`src/rtl/resv_pkg.sv`:
```
// Package: shared defaults and the result encoding for the reservation monitor.
// Assumes byte addressing with a word size of 2**RESV_WORD_LSB bytes.
package resv_pkg;
    localparam int RESV_ADDR_W   = 32;
    localparam int RESV_WORD_LSB = 2;

    typedef enum logic [1:0] {
        SC_NONE = 2'b00,
        SC_FAIL = 2'b10,
        SC_PASS = 2'b11
    } sc_res_e;
endpackage

```
`src/rtl/resv_word_match.sv`:
```
// Module: word-granular address comparator.
// Reports a hit when two byte addresses fall in the same word; the low
// WORD_LSB bits are masked off. Purely combinational.
module resv_word_match #(
    parameter int ADDR_W   = 32,
    parameter int WORD_LSB = 2
) (
    input  logic [ADDR_W-1:0] addr_a,
    input  logic [ADDR_W-1:0] addr_b,
    output logic              hit
);
    localparam logic [ADDR_W-1:0] WORD_MASK = {ADDR_W{1'b1}} << WORD_LSB;

    // compare only the word-selecting bits
    always_comb begin
        hit = (((addr_a ^ addr_b) & WORD_MASK) == '0);
    end
endmodule

```
`src/rtl/resv_store.sv`:
```
// Module: reservation register.
// Holds one address plus a live flag. A set request wins over a clear in
// the same cycle, so a fresh load-and-reserve survives any collision.
// Assumes set and clr are single-cycle qualified strobes.
module resv_store #(
    parameter int ADDR_W = 32
) (
    input  logic              clk,
    input  logic              rst_n,
    input  logic              set,
    input  logic [ADDR_W-1:0] set_addr,
    input  logic              clr,
    output logic              live,
    output logic [ADDR_W-1:0] addr
);
    // update the live flag: set beats clear, reset empties it
    always_ff @(posedge clk) begin
        if (!rst_n)   live <= 1'b0;
        else if (set) live <= 1'b1;
        else if (clr) live <= 1'b0;
    end

    // capture the address of each load-and-reserve
    always_ff @(posedge clk) begin
        if (!rst_n)   addr <= '0;
        else if (set) addr <= set_addr;
    end


    reset_empty_chk: assert property (@(posedge clk) !rst_n |=> !live);

    set_live_chk: assert property (@(posedge clk) disable iff (!rst_n)
        set |=> live);

    clr_dead_chk: assert property (@(posedge clk) disable iff (!rst_n)
        (clr && !set) |=> !live);
endmodule

```
`src/rtl/resv_sc_judge.sv`:
```
// Module: store-conditional verdict register.
// Registers a one-cycle result for each request. A request passes only if
// the reservation is live, the word matches, and no kill event lands in
// the same cycle. Assumes hit is already qualified against the stored address.
module resv_sc_judge
    import resv_pkg::*;
(
    input  logic clk,
    input  logic rst_n,
    input  logic req,
    input  logic live,
    input  logic hit,
    input  logic kill,
    output logic done,
    output logic pass
);
    sc_res_e res_d, res_q;

    // decide the verdict for this cycle's request
    always_comb begin
        if (!req)                      res_d = SC_NONE;
        else if (live && hit && !kill) res_d = SC_PASS;
        else                           res_d = SC_FAIL;
    end

    // hold the verdict for one cycle
    always_ff @(posedge clk) begin
        if (!rst_n) res_q <= SC_NONE;
        else        res_q <= res_d;
    end

    // split the encoding onto the two result flags
    always_comb begin
        done = res_q[1];
        pass = res_q[0];
    end


    pass_has_done_chk: assert property (@(posedge clk) disable iff (!rst_n)
        pass |-> done);

    idle_quiet_chk: assert property (@(posedge clk) disable iff (!rst_n)
        !req |=> (!done && !pass));

    kill_fails_chk: assert property (@(posedge clk) disable iff (!rst_n)
        (req && kill) |=> (done && !pass));

    dead_fails_chk: assert property (@(posedge clk) disable iff (!rst_n)
        (req && !live) |=> !pass);
endmodule

```
`src/rtl/resv_monitor.sv`:
```
// Module: load reservation monitor (top).
// Tracks the single reservation for the load-and-reserve / store-conditional
// pair and judges each store-conditional. The reservation is lost through
// internal snoop hits, through either cancel input, or through any
// store-conditional. Off-chip bus traffic has no input.
// Assumes all request strobes are synchronous to clk.
module resv_monitor
    import resv_pkg::*;
#(
    parameter int ADDR_W   = RESV_ADDR_W,
    parameter int WORD_LSB = RESV_WORD_LSB
) (
    input  logic              clk,
    input  logic              rst_n,
    input  logic              lr_valid,
    input  logic [ADDR_W-1:0] lr_addr,
    input  logic              sc_valid,
    input  logic [ADDR_W-1:0] sc_addr,
    input  logic              snp_valid,
    input  logic [ADDR_W-1:0] snp_addr,
    input  logic              cancel_a,
    input  logic              cancel_b,
    output logic              sc_done,
    output logic              sc_pass,
    output logic              resv_active
);
    logic              live;
    logic [ADDR_W-1:0] held_addr;
    logic              sc_hit, snp_hit;
    logic              kill, clr;

    resv_word_match #(.ADDR_W(ADDR_W), .WORD_LSB(WORD_LSB)) u_sc_match (
        .addr_a(sc_addr), .addr_b(held_addr), .hit(sc_hit));

    resv_word_match #(.ADDR_W(ADDR_W), .WORD_LSB(WORD_LSB)) u_snp_match (
        .addr_a(snp_addr), .addr_b(held_addr), .hit(snp_hit));

    // gather every event that destroys the reservation this cycle
    always_comb begin
        kill = cancel_a || cancel_b || (snp_valid && live && snp_hit);
        clr  = kill || sc_valid;
    end

    resv_store #(.ADDR_W(ADDR_W)) u_store (
        .clk(clk), .rst_n(rst_n), .set(lr_valid), .set_addr(lr_addr),
        .clr(clr), .live(live), .addr(held_addr));

    resv_sc_judge u_judge (
        .clk(clk), .rst_n(rst_n), .req(sc_valid), .live(live), .hit(sc_hit),
        .kill(kill), .done(sc_done), .pass(sc_pass));

    // expose the live flag
    always_comb resv_active = live;


    cancel_clears_chk: assert property (@(posedge clk) disable iff (!rst_n)
        ((cancel_a || cancel_b) && !lr_valid) |=> !resv_active);

    lr_wins_chk: assert property (@(posedge clk) disable iff (!rst_n)
        (lr_valid && (sc_valid || cancel_a || cancel_b)) |=> resv_active);
endmodule

```
`config.mk`:
```
export PLATFORM = sky130hd
export DESIGN_NAME = resv_monitor
export DESIGN_NICKNAME = d
export VERILOG_FILES = /design/src/rtl/resv_pkg.sv /design/src/rtl/resv_word_match.sv /design/src/rtl/resv_store.sv /design/src/rtl/resv_sc_judge.sv /design/src/rtl/resv_monitor.sv
export SDC_FILE = /design/constraint.sdc
export NUM_CORES = 1
export LEC_CHECK = 0
export BUFFER_PORTS_ARGS = -buffer_cell sky130_fd_sc_hd__buf_2
export CORE_MARGIN = 2
export CORE_UTILIZATION = 45
export CTS_CLUSTER_DIAMETER = 40
export CTS_CLUSTER_SIZE = 40
export DETAILED_ROUTE_END_ITERATION = 7
export PLACE_DENSITY = 0.78
export SYNTH_ARGS = -nofsm -noshare
export SYNTH_HDL_FRONTEND = slang
export SYNTH_HIERARCHICAL = 1
export SYNTH_SLANG_ARGS = --single-unit
```
`constraint.sdc`:
```
create_clock -name clk -period 2.3 [get_ports clk]
set_input_delay 0.23 -clock clk [delete_from_list [all_inputs] [get_ports clk]]
set_output_delay 0.23 -clock clk [all_outputs]
set_load 0.01 [all_outputs]
```
Yosys cells after proc, flatten, opt, wreduce, memory -nomap -nowiden
Cells that the tools add are included.
{ "op_classes": {"mux": 3, "n_bitwise": 2, "n_reduce_logical": 12} }
{ "op_table": {"columns": ["op", "n"], "rows": [
  ["logical NOT 32 bit", 2],
  ["bitwise XOR 32 bit", 2],
  ["logical AND 1 bit", 4],
  ["logical OR 1 bit", 3],
  ["2-to-1 mux 1 bit", 3],
  ["AND reduction 2 bit", 1],
  ["nonzero test 2 bit", 1],
  ["logical NOT 1 bit", 1]
]} }
{ "totals": {"regBits": 35, "input_bits": 103, "out_inout_bits": 3} }

Logic depth before layout (Yosys ltp)
Gate-level depths: netlist of the first run.
{ "logic_depth": {"word_depth": 7, "mapped_depth": 8} }

By module
Netlist of the first run, hierarchy kept.
{ "modules_own_cells": {"columns": ["module", "instances", "cells_each", "area_each_um2", "seq_area_each_um2"], "rows": [
  ["resv_store", 1, 106, 1277.5, 660.6],
  ["resv_word_match", 2, 40, 330.3, 0.0],
  ["resv_sc_judge", 1, 5, 57.6, 40.0],
  ["resv_monitor", 1, 2, 16.3, 0.0]
]} }

Least setup slack after synthesis of the first run
Ideal clock, no wire load.
{ "synth_timing": {"path_type": "register to register", "startpoint": "reg u_store.addr[26]", "endpoint": "reg u_store.live", "arrival_ps": 1491, "t_required_ps": 2185, "path_slack_ps": 694, "stages_incl_launch_ff": 9, "period_less_slack_ps": 1606, "cell_sequence": "dfxtp_1 > xor2_1 > nor4_1 > nand3_1 > nor4_2 > a311o_1 > or2_1 > nor2b_1 > o21a_1"} }
{ "synth_via": {"elab_chain_len": 6} }
{ "synth_rtl": {"columns": ["item", "line_no", "text"], "rows": [
  ["from (decl)", "resv_store.sv:14", "output logic [ADDR_W-1:0] addr"],
  ["from (signal assigned)", "resv_store.sv:26", "else if (set) addr <= set_addr;"],
  ["bitwise XOR 32 bit", "resv_word_match.sv:16", "hit = (((addr_a ^ addr_b) & WORD_MASK) == '0);"],
  ["logical NOT 32 bit", "resv_word_match.sv:16", null],
  ["net snp_hit", "resv_monitor.sv:29", "logic sc_hit, snp_hit;"],
  ["logical AND 1 bit", "resv_monitor.sv:40", "kill = cancel_a || cancel_b || (snp_valid && live && snp_hit);"],
  ["logical OR 1 bit", "resv_monitor.sv:40", null],
  ["net kill", "resv_monitor.sv:30", "logic kill, clr;"],
  ["logical OR 1 bit", "resv_monitor.sv:41", "clr = kill || sc_valid;"],
  ["net clr", "resv_monitor.sv:30", null],
  ["nonzero test 2 bit (no line)", null, null],
  ["to (signal assigned)", "resv_store.sv:18", "if (!rst_n) live <= 1'b0;"],
  ["to (signal assigned)", "resv_store.sv:19", "else if (set) live <= 1'b1;"],
  ["to (signal assigned)", "resv_store.sv:20", "else if (clr) live <= 1'b0;"],
  ["to (decl)", "resv_store.sv:13", "output logic live,"]
]} }
The timed path passes the listed nets, and every way through them passes these cells.
A chain may end at the register's enable or synchronous reset.

Worst setup path after layout of the first run
{ "layout_timing": {"startpoint": "reg u_store.addr[27]", "endpoint": "reg u_store.live"} }
Same word-level chain as after synthesis.

==> results of run 1 <==
[flip-flops by register name, summed over array words and instances, names as in the netlist]
register,count
u_store/live,1
u_store/addr,30
u_judge/res_q,2
[final timing paths]
check / startpoint / end / depth (start not counted)
min: sc_valid / u_judge/res_q[1] / 2
max reg2reg: u_store/addr[27] / u_store/live / 8
min reg2reg: u_store/live / u_judge/res_q[0] / 2
max: u_store/addr[27] / u_store/live / 8
[power breakdown]
part           total [mW]  internal, mW  switching, mW
logic               0.273         0.160          0.113
registers           0.640         0.605         0.0352
clock network       0.440         0.237          0.202
[metrics by stage]
| step | worst slack, ps | cells | total power [mW] |
|---|---|---|---|
| 2_1_floorplan | 694 | 187 | 0.815 |
| 3_3_place_gp | 456 | 331 | 0.917 |
| 3_5_place_dp | 467 | 331 | 0.926 |
| 4_1_cts | 454 | 338 | 1.36 |
| 5_1_grt | 302 | 338 | 1.42 |
| 6_report | 497 | 339 | 1.35 |
[per-layer routing]
layer	GRT usage, %	vias to the layer above	wire [um]	part of all wire (%)
met5	0	-	0	0
met4	8.97	0	116	2.6
met3	5.81	11	326	7.2
met2	32.1	56	2230	49
met1	21.9	703	1840	41
li1	-	831	-	-
[area by class of cell]
cell class | count | share of cell area (%)
multi-input combinational | 147 | 47.5
sequential | 33 | 26.2
timing repair buffer | 101 | 20.3
clock buffer | 7 | 3.43
tap | 50 | 2.48
antenna | 1 | 0.0994
[placed cells by master (no fill, tap or decap), types with 2 or more instances in the layout]
master and count:
sky130_fd_sc_hd__clkbuf_8 6, sky130_fd_sc_hd__nand4_1 7, sky130_fd_sc_hd__buf_2 99, sky130_fd_sc_hd__nor2b_1 31, sky130_fd_sc_hd__nor4_1 10, sky130_fd_sc_hd__mux2i_1 30
sky130_fd_sc_hd__nor4_2 2, sky130_fd_sc_hd__buf_4 2, sky130_fd_sc_hd__xor2_1 40, sky130_fd_sc_hd__nand3_1 2, sky130_fd_sc_hd__xnor2_1 20, sky130_fd_sc_hd__dfxtp_1 33
==> results, run 1 <==
- The x dimension of the die is 69.7 um.
- The filler cell count in the final layout is 395.
- The first global-routing pass estimated between 7000 and 8000 um of wire.
- After clock tree synthesis, the clock-pin slew on the worst setup and hold paths is ~70 ps.
- The layout net count is 391.
- The kind of cell adding the most delay to the critical path is simple AND/OR/NAND/NOR gates.
- After detailed routing, the number of remaining DRC violations is 0.
- From synthesis to final layout, the design area changed by 29.9%.
- The number of clock buffers added by TritonCTS is 5.
- The worst pin sits at a relative slew slack of 65.4%.
- Clock skew on the completed layout was measured at 2.30 ps.
- The maximum cell stage delay along the critical path is 360 ps.
- After legalization and detailed placement, the total HPWL measured 3610 um.
- The placed cell area is around 2400 um2.
- The data required time at the worst endpoint is 2480 ps.
- Clock tree synthesis found a total of 33 sinks.
- The final antenna-violating net count is 0.
- The sequential cell area is roughly 660 um2.
- In this run the worst path has a maximum fanout of 3.
- The largest net degree at the start of global routing is 34.
- The final count of pins violating max slew came to 0.
- During I/O placement, the number of pins put on the boundary was 106.
- The initial core utilization is 47.5%.
- During placement, the flow inserted port buffers numbering slightly below 100.
- The initial antenna violation count is 1.
- Summing all non-filler instances in the final layout gives an area of 2520 um2.
- The synthesized instance count is 187.
- The area of the die is slightly below 5000 um2.
- Once layout is complete, the utilization of the core stands at between 60% and 70%.
- The sum of negative setup slack is 0 ps.
- The kind of start point of the critical path is a flop.
- Across all hold checks on the routed design, the worst slack comes to 188 ps.
- The H-tree level count is 2.
- The final estimated routing congestion in global placement is 0.780.
- The minimum period implied by the final worst setup slack is 1800 ps.
- The endpoint type of the worst setup path is a flop.
- Cells with a size suffix above 1 make up between 30% and 40% of the layout.
- Buffers inserted to repair hold after CTS numbered 0.
- The net count after synthesis is 290.
- The cell sitting at the root of the clock tree is a sky130_fd_sc_hd__clkbuf_8.
- The critical path goes through xor2_1 > nor4_1 > nand4_1 > nor4_2 > a311o_1 > or2_1 > nor2b_1 > o21a_1.
- The detailed router finished its first iteration with 43 violations.
- The final hold violation count was 0.
- Data on the critical path arrives at its endpoint at a little under 2000 ps.
- Averaged over all synthesized cells, the footprint is 10.4 um2.
- The worst hold path class is in2reg.
- The power density over the cells is approximately 540 nW/um2.
- The routed wire length per instance is 13.3 um.
- The via count of the first global-routing pass is 1,661.
- In the finished design, the share of the clock period the worst path needs comes to 78.4%.
- The flow ran to the end, and the final reports show no timing, DRC or antenna violations.
- Wires add up to approximately 4500 um.
- Yosys printed 6 warnings.
- The number of buffers and inverters on the critical path is 0.
- The leakage component of the power is 1.23 nW.
- The number of vias per cell is 4.72.
- Row generation in the floorplan step produced 23 rows.
- For this run, the total global-route usage over all layers was measured as 19.0%.
- The category of the critical setup timing path is reg2reg.
- For this design, the slowest cell found on the critical path is sky130_fd_sc_hd__nor4_1.
- The number of post-CTS setup repair buffers is 0.
- The worst-case IR drop observed on VDD is 0.395 mV.
- Global routing finished with a remaining overflow of 0.
- For the pin with the worst max-slew slack, the measured transition is 519 ps.
- The count of vias placed by the detailed router is roughly 1,600.
- The clock passes through at most 2 buffers.
- The clock insertion delay at the later pin of the skew report is 280 ps.
- The floorplan core area is 4090 um2.
- TritonCTS built the clock tree.
- The post-cts sizing count is 0.
- Static timing analysis puts the maximum clock frequency at around 550 MHz.
- The area of the multi-input gates is roughly 1200 um2.
- The total setup violations reported at the end of the flow is 0.
- Setup repair after global routing left no endpoint under its margin.
- The detailed-router iteration count before antenna repair is 4.
- For flop-to-flop paths, the worst setup slack is around 500 ps.
- The summed instance area of the synthesized netlist is 1940 um2.
- The vertical extent of the die is between 60 and 70 um.
- The max-capacitance violation count is 0.
Power figures use the tool's default switching activity.
==> run 2, diff against run 1 <==
- CORE_UTILIZATION: 45 -> 41
- PLACE_DENSITY: 0.78 -> 0.75
- clock period: 2.3 -> 1.65 ns (I/O delays scaled with it)
==> results, run 2 (synthesis results as in run 1) <==
- The data required time at the worst endpoint came to 1830 ps (was 2480 ps).
- The worst clock skew was 2.83 ps (was 2.30 ps).
- The number of hold buffers added after cts is 0 (unchanged).
- The wire length of the first global-routing pass came to 7330 um (was 7340 um).
- The clock network fraction of design power is 31.0% (was 32.5%).
- The aggregate global-route resource usage came to 18.2% (was 19.0%).
- The area added between synthesis and finish is 40.8% (was 29.9%).
- The maximum clock frequency is 574 MHz (was 555 MHz).
- The number of sinks handled by clock tree synthesis is 33 (unchanged).
- The leakage component of the power was 1.34 nW (was 1.23 nW).
- The final critical-path setup slack is -93.0 ps (was 497 ps).
- The maximum cell stage delay along the critical path was 320 ps (was 360 ps).
- The routed wire length per instance was 13.5 um (was 13.3 um).
- The worst path arrival time is 1920 ps (was 1980 ps).
- The x dimension of the die is 72.8 um (was 69.7 um).
- The floorplan core area was 4630 um2 (was 4090 um2).
- The overflow left after global routing was 0 (unchanged).
- The number of port buffers was 99 (unchanged).
- The post-CTS clock slew at the launch and capture registers of the worst setup and hold paths is 60 ps (was 70 ps).
- The minimum period implied by the final worst setup slack was 1740 ps (was 1800 ps).
- The clock insertion delay at the later pin of the skew report is 280 ps (about the same).
- The final worst hold slack is 128 ps (was 188 ps).
- The final estimated routing congestion in global placement was 0.874 (was 0.780).
- The largest net degree at the start of global routing was 34 (unchanged).
- The final antenna-violating net count is 0 (unchanged).
- The max-capacitance violation count was 0 (unchanged).
- The clock tree from TritonCTS is built (unchanged).
- The worst hold path class is in2reg (unchanged).
- The power density over the cells was 710 nW/um2 (was 537 nW/um2).
- The total setup violations reported at the end of the flow was 1 (was 0).
- The register ranked first by flip-flop count is u_store/addr (unchanged).
- The endpoint type of the worst setup path is a flop (unchanged).
- The actual slew at the worst max-slew pin came to 490 ps (was 519 ps).
- The switching portion of total power is 25.9% (about the same).
- The final routed wirelength across all metal layers came to 4860 um (was 4520 um).
- The number of vias per cell is 4.63 (was 4.72).
- The H-tree level count is 2 (unchanged).
- The vertical extent of the die is 72.8 um (was 69.7 um).
- Registers with the most flip-flops: u_store/addr (30), u_judge/res_q (2), u_store/live (1) (unchanged).
- The number of buffers inserted during clock tree synthesis was 5 (unchanged).
- The buffering stage count on the worst path with inverters included is 0 (unchanged).
- The share of total power in combinational logic is 23.5% (was 20.2%).
- The maximum vdd drop is 0.446 mV (was 0.395 mV).
- The layout net count is 409 (was 391).
- The area of the die is 5300 um2 (was 4850 um2).
- The sum of net half-perimeters after detailed placement was 3850 um (was 3610 um).
- The detailed router's first-iteration violation count was 31 (was 43).
- The kind of start point of the critical path is a flop (unchanged).
- The number of gates on the worst path with buffers counted is 8 (unchanged).
- The initial antenna violation count is 0 (was 1).
- The biggest fanout along the worst timing path is 2 (was 3).
- The final reports fail on setup timing.
- The detailed-router iteration count before antenna repair is 4 (unchanged).
- The overall power is 1.94 mW (was 1.35 mW).
- The final count of pins violating max slew is 0 (unchanged).
- The I/O pin count is 106 (unchanged).
- The cell-internal power came to 1.44 mW (was 1.00 mW).
- The post-route fraction of the period consumed by the critical path came to 106% (was 78.4%).
- The switching power is 0.502 mW (was 0.350 mW).
- The library cell used as clock root buffer is sky130_fd_sc_hd__clkbuf_8 (unchanged).
- The sequential share of power is 45.5% (was 47.3%).
- The final hold violation count is 0 (unchanged).
- Most frequent cells in the layout: 99 x sky130_fd_sc_hd__buf_2, 39 x sky130_fd_sc_hd__xor2_1, 31 x sky130_fd_sc_hd__nor2b_1 (was 99 x sky130_fd_sc_hd__buf_2, 40 x sky130_fd_sc_hd__xor2_1, 33 x sky130_fd_sc_hd__dfxtp_1).
- The residual DRC count was 0 (unchanged).
- The antenna cell count is 0 (was 1).
- The filler cell count in the final layout was 443 (was 395).
- The number of flip-flops under the largest register name is 30 (unchanged).
- The category of the critical setup timing path was reg2reg (unchanged).
- The number of core rows came to 25 (was 23).
- Result of the run: complete, but fails checks (was complete, no violations).
- The via count of the first global-routing pass is 1,709 (was 1,661).
- The slowest stage cell on the critical path is sky130_fd_sc_hd__dfxtp_1 (was sky130_fd_sc_hd__nor4_1).
- Setup repair after global routing missed its margin: yes (was no).
- The share of layout cells above drive strength 1 is 46.4% (was 38.2%).
- Ordered cell list for the critical path: xor2_1 > nor4_1 > nand4_1 > nor4_2 > a311o_1 > or2_1 > nor2b_1 > o21a_1 (unchanged).
- The maximum count of clock buffers along a single path is 2 (unchanged).
- The most common library cell in the layout ignoring fill and taps is sky130_fd_sc_hd__buf_2 (unchanged).
- The max-slew headroom at the worst pin is 67.3% (was 65.4%).
- The hold-critical path depth is 2 (unchanged).
- The number of cells traversed by the worst register-to-register path is 8 (unchanged).
- The kind of cell adding the most delay to the critical path is simple AND/OR/NAND/NOR gates (unchanged).
- The count of vias placed by the detailed router is 1,668 (was 1,601).
- The initial core utilization is 41.9% (was 47.5%).
run 2: changes by cell type in the layout (fill, tap and decap cells not counted):
cell,delta
sky130_fd_sc_hd__nor4_1,-7
sky130_fd_sc_hd__dfxtp_2,+6
sky130_fd_sc_hd__xor2_2,+1
sky130_fd_sc_hd__buf_4,+16
sky130_fd_sc_hd__diode_2,-1
sky130_fd_sc_hd__buf_6,+1
sky130_fd_sc_hd__buf_12,+1
sky130_fd_sc_hd__dfxtp_1,-6
sky130_fd_sc_hd__nor4_2,+7
sky130_fd_sc_hd__xor2_1,-1
run 2: final cells by class:
cell class,count,area [um2],area share [%]
well taps,54,67.6,2.47
flip-flops and latches,33,668,24.5
multi-input cells,147,1250,45.7
repair buffers,119,662,24.2
clock buffers,7,86.3,3.16
run 2: timing repair:
item | CTS | global route
resized for setup | 3 | 12
endpoints found under the setup margin | 1 | 2
pin swaps | 1 | 9
gates cloned | 0 | 0
setup buffers | 0 | 0
run 2: per-stage QoR:
| stage | utilization (%) | area, um2 | instances | worst slack [ps] | TNS, ps |
|---|---|---|---|---|---|
| detailed placement | 55.8 | 2580 | 353 | -149 | -149 |
| CTS | 57.8 | 2680 | 360 | -94.9 | -94.9 |
| finish | 59.0 | 2730 | 360 | -93.0 | -93.0 |
| global route | 59.0 | 2730 | 360 | -217 | -330 |
| global placement | 55.8 | 2580 | 353 | -123 | -123 |
| floorplan | - | 1940 | 187 | 44.3 | 0 |
run 2: path summary, 6_finish.rpt:
check,from,slack (ps),end
worst max-delay path,u_store/addr[16],-90,u_store/live
worst min-delay path,sc_valid,130,u_judge/res_q[1]
worst max register to register,u_store/addr[16],-90,u_store/live
worst min register to register,u_store/live,510,u_judge/res_q[0]
run 2: power by group through the flow:
| stage | Clock, mW | Combinational, mW | Sequential (mW) |
|---|---|---|---|
| global placement | 0 | 0.429 | 0.896 |
| detailed placement | 0 | 0.437 | 0.898 |
| CTS | 0.625 | 0.441 | 0.882 |
| global route | 0.651 | 0.499 | 0.888 |
| finish | 0.602 | 0.455 | 0.883 |
| floorplan | 0 | 0.234 | 0.902 |
run 2: layer usage:
metal	track usage, %	routed length, um	vias to the layer above	part of all wire, %
li1	-	-	869	-
met1	21.3	2080	745	43
met2	32.1	2480	47	51
met3	4.42	225	7	4.6
met4	6.58	76	0	1.6
met5	0	0	-	0
==> run 3, diff against run 2 <==
- CELL_PAD_IN_SITES_DETAIL_PLACEMENT: unset -> 0
- CELL_PAD_IN_SITES_GLOBAL_PLACEMENT: unset -> 2
- CORE_UTILIZATION: 41 -> 23
- PLACE_DENSITY: 0.75 -> 0.73
==> results, run 3 (synthesis results as in run 1) <==
- The largest net degree at the start of global routing is 34 (unchanged).
- The number of hold buffers added after cts is 0 (unchanged).
- The share of layout cells above drive strength 1 is 46.0% (was 46.4%).
- The final hold violation count came to 0 (unchanged).
- Setup repair after global routing missed its margin: yes (unchanged).
- The number of buffers inserted during clock tree synthesis is 5 (unchanged).
- The final antenna-violating net count was 0 (unchanged).
- The final count of pins violating max slew is 0 (unchanged).
- The worst hold path class is in2reg (unchanged).
- The residual DRC count is 0 (unchanged).
- The endpoint type of the worst setup path is a flop (unchanged).
- The switching power is 0.544 mW (was 0.502 mW).
- The layer with the highest usage is met2 (unchanged).
- The antenna cell count is 0 (unchanged).
- The launch point of the critical path is u_store/addr[20] (was u_store/addr[16]).
- The area of all placed cells without fillers was 2840 um2 (was 2730 um2).
- The final critical-path setup slack came to -188 ps (was -93.0 ps).
- The I/O pin count is 106 (unchanged).
- The post-placement cell count is 406 (was 353).
- The routed wire length per instance is 12.9 um (was 13.5 um).
- The final routed wirelength across all metal layers was 5360 um (was 4860 um).
- The wire length of the first global-routing pass came to 8130 um (was 7330 um).
- The detailed router's first-iteration violation count is 28 (was 31).
- Violations in the final reports: setup timing (unchanged).
- The area of the die came to 9180 um2 (was 5300 um2).
- The share of total power in combinational logic is 24.3% (was 23.5%).
- The area added between synthesis and finish is 46.3% (was 40.8%).
- The number of flip-flops under the largest register name was 30 (unchanged).
- The clock network fraction of design power is 30.5% (was 31.0%).
- The final estimated routing congestion in global placement is 0.719 (was 0.874).
- The max-capacitance violation count came to 0 (unchanged).
- The final core utilization is 34.7% (was 59.0%).
- The detailed-router iteration count before antenna repair is 3 (was 4).
- The overall power is 1.95 mW (was 1.94 mW).
- The number of core rows came to 33 (was 25).
- The initial antenna violation count is 0 (unchanged).
- Most frequent cells in the layout: 99 x sky130_fd_sc_hd__buf_2, 37 x sky130_fd_sc_hd__xor2_1, 31 x sky130_fd_sc_hd__nor2b_1 (was 99 x sky130_fd_sc_hd__buf_2, 39 x sky130_fd_sc_hd__xor2_1, 31 x sky130_fd_sc_hd__nor2b_1).
- The sum of negative setup slack is -193 ps (was -93.0 ps).
- The total setup violations reported at the end of the flow is 2 (was 1).
- The maximum clock frequency is 544 MHz (was 574 MHz).
- The data required time at the worst endpoint came to 1830 ps (about the same).
- The leakage component of the power is 1.35 nW (was 1.34 nW).
- The layout net count is 411 (was 409).
- The number of sinks handled by clock tree synthesis is 33 (unchanged).
- The filler cell count in the final layout is 897 (was 443).
- The worst clock skew is 7.09 ps (was 2.83 ps).
- The launch instance of the worst register-to-register path was u_store/addr[20] (was u_store/addr[16]).
- The cell-internal power was 1.41 mW (was 1.44 mW).
- The x dimension of the die was 95.8 um (was 72.8 um).
- The category of the critical setup timing path is reg2reg (unchanged).
- Registers with the most flip-flops: u_store/addr (30), u_judge/res_q (2), u_store/live (1) (unchanged).
- The biggest fanout along the worst timing path is 2 (unchanged).
- The kind of start point of the critical path is a flop (unchanged).
- The maximum vdd drop was 0.224 mV (was 0.446 mV).
- The via count of the first global-routing pass came to 1,722 (was 1,709).
- The met1 routing resource usage after global routing is 13.9% (was 21.3%).
- The post-CTS clock slew at the launch and capture registers of the worst setup and hold paths was 70 ps (was 60 ps).
- The H-tree level count is 2 (unchanged).
- The library cell used as clock root buffer is sky130_fd_sc_hd__clkbuf_8 (unchanged).
- The routing usage on met3 is 3.13% (was 4.42%).
- The non-filler instance count after layout is 414 (was 360).
- The worst path arrival time came to 2020 ps (was 1920 ps).
- The sequential share of power is 45.2% (was 45.5%).
- The actual slew at the worst max-slew pin is 535 ps (was 490 ps).
- The minimum period implied by the final worst setup slack is 1840 ps (was 1740 ps).
- The startpoint of the worst hold path is lr_addr[25] (was sc_valid).
- The number of port buffers is 99 (unchanged).
- The power density over the cells is 687 nW/um2 (was 710 nW/um2).
- The switching portion of total power was 27.9% (was 25.9%).
- The flop-to-flop setup slack is -190 ps (was -90 ps).
- The count of vias placed by the detailed router was 1,691 (was 1,668).
- The number of vias per cell is 4.08 (was 4.63).
- The maximum count of clock buffers along a single path is 2 (unchanged).
- The area of the multi-input gates is 1280 um2 (was 1250 um2).
- The final worst hold slack is 139 ps (was 128 ps).
- The aggregate global-route resource usage was 11.7% (was 18.2%).
- The floorplan core area came to 8180 um2 (was 4630 um2).
- The register ranked first by flip-flop count was u_store/addr (unchanged).
- The clock insertion delay at the later pin of the skew report was 280 ps (about the same).
- The overflow left after global routing is 0 (unchanged).
- The clock tree from TritonCTS is built (unchanged).
- The met2 track demand over resource is 20.5% (was 32.1%).
- The most common library cell in the layout ignoring fill and taps is sky130_fd_sc_hd__buf_2 (unchanged).
- The max-slew headroom at the worst pin is 64.3% (was 67.3%).
- The initial core utilization is 23.7% (was 41.9%).
- The sum of net half-perimeters after detailed placement came to 4060 um (was 3850 um).
- The vertical extent of the die came to 95.8 um (was 72.8 um).
- Result of the run: complete, but fails checks (unchanged).
- The worst setup slack after placement came to -310 ps (was -149 ps).
- The post-route fraction of the period consumed by the critical path is 111% (was 106%).
- The placed cell area is 2660 um2 (was 2580 um2).
- The sequential cell area is 664 um2 (was 668 um2).
## run 3: what timing repair did
action,in CTS,in global routing
gates resized for setup,6,11
buffers inserted,0,1
pin swaps,4,6
setup endpoints to repair,2,2
## run 3: cell type report
type                    count  area share, %
flip-flops and latches     33           23.4
well taps                 105           4.63
clock inverters             2          0.353
repair buffers            121           24.0
multi-input cells         147           45.1
clock buffers               6           2.56
## run 3: per-layer routing
metal / routed length [um] / vias to the layer above
met3: 361 / 5
met2: 2620 / 54
met4: 48 / 0
li1: - / 871
met1: 2320 / 761
met5: 0 / -
## run 3: path summary, 6_finish.rpt
check	to	cells after the start
worst max-delay path	u_store/live	9
worst max register to register	u_store/live	9
worst min-delay path	u_store/addr[25]	3
worst min register to register	u_judge/res_q[0]	2
## run 3: power groups by stage
stage          registers (mW)  logic, mW  clock network (mW)
6_report                0.881      0.474               0.595
5_1_grt                 0.889      0.524               0.658
4_1_cts                 0.881      0.456               0.637
3_5_place_dp            0.899      0.445                   0
3_3_place_gp            0.897      0.444                   0
2_1_floorplan           0.902      0.234                   0
## run 3: worst max-delay path: stages (launching register included)
cell and delay, ps:
sky130_fd_sc_hd__dfxtp_2 320, sky130_fd_sc_hd__xor2_1 180, sky130_fd_sc_hd__nor4_4 280, sky130_fd_sc_hd__buf_4 150
sky130_fd_sc_hd__nand4_1 120, sky130_fd_sc_hd__nor4_2 170, sky130_fd_sc_hd__a311o_1 210, sky130_fd_sc_hd__or2_1 100
sky130_fd_sc_hd__nor2b_1 50, sky130_fd_sc_hd__o21a_1 170
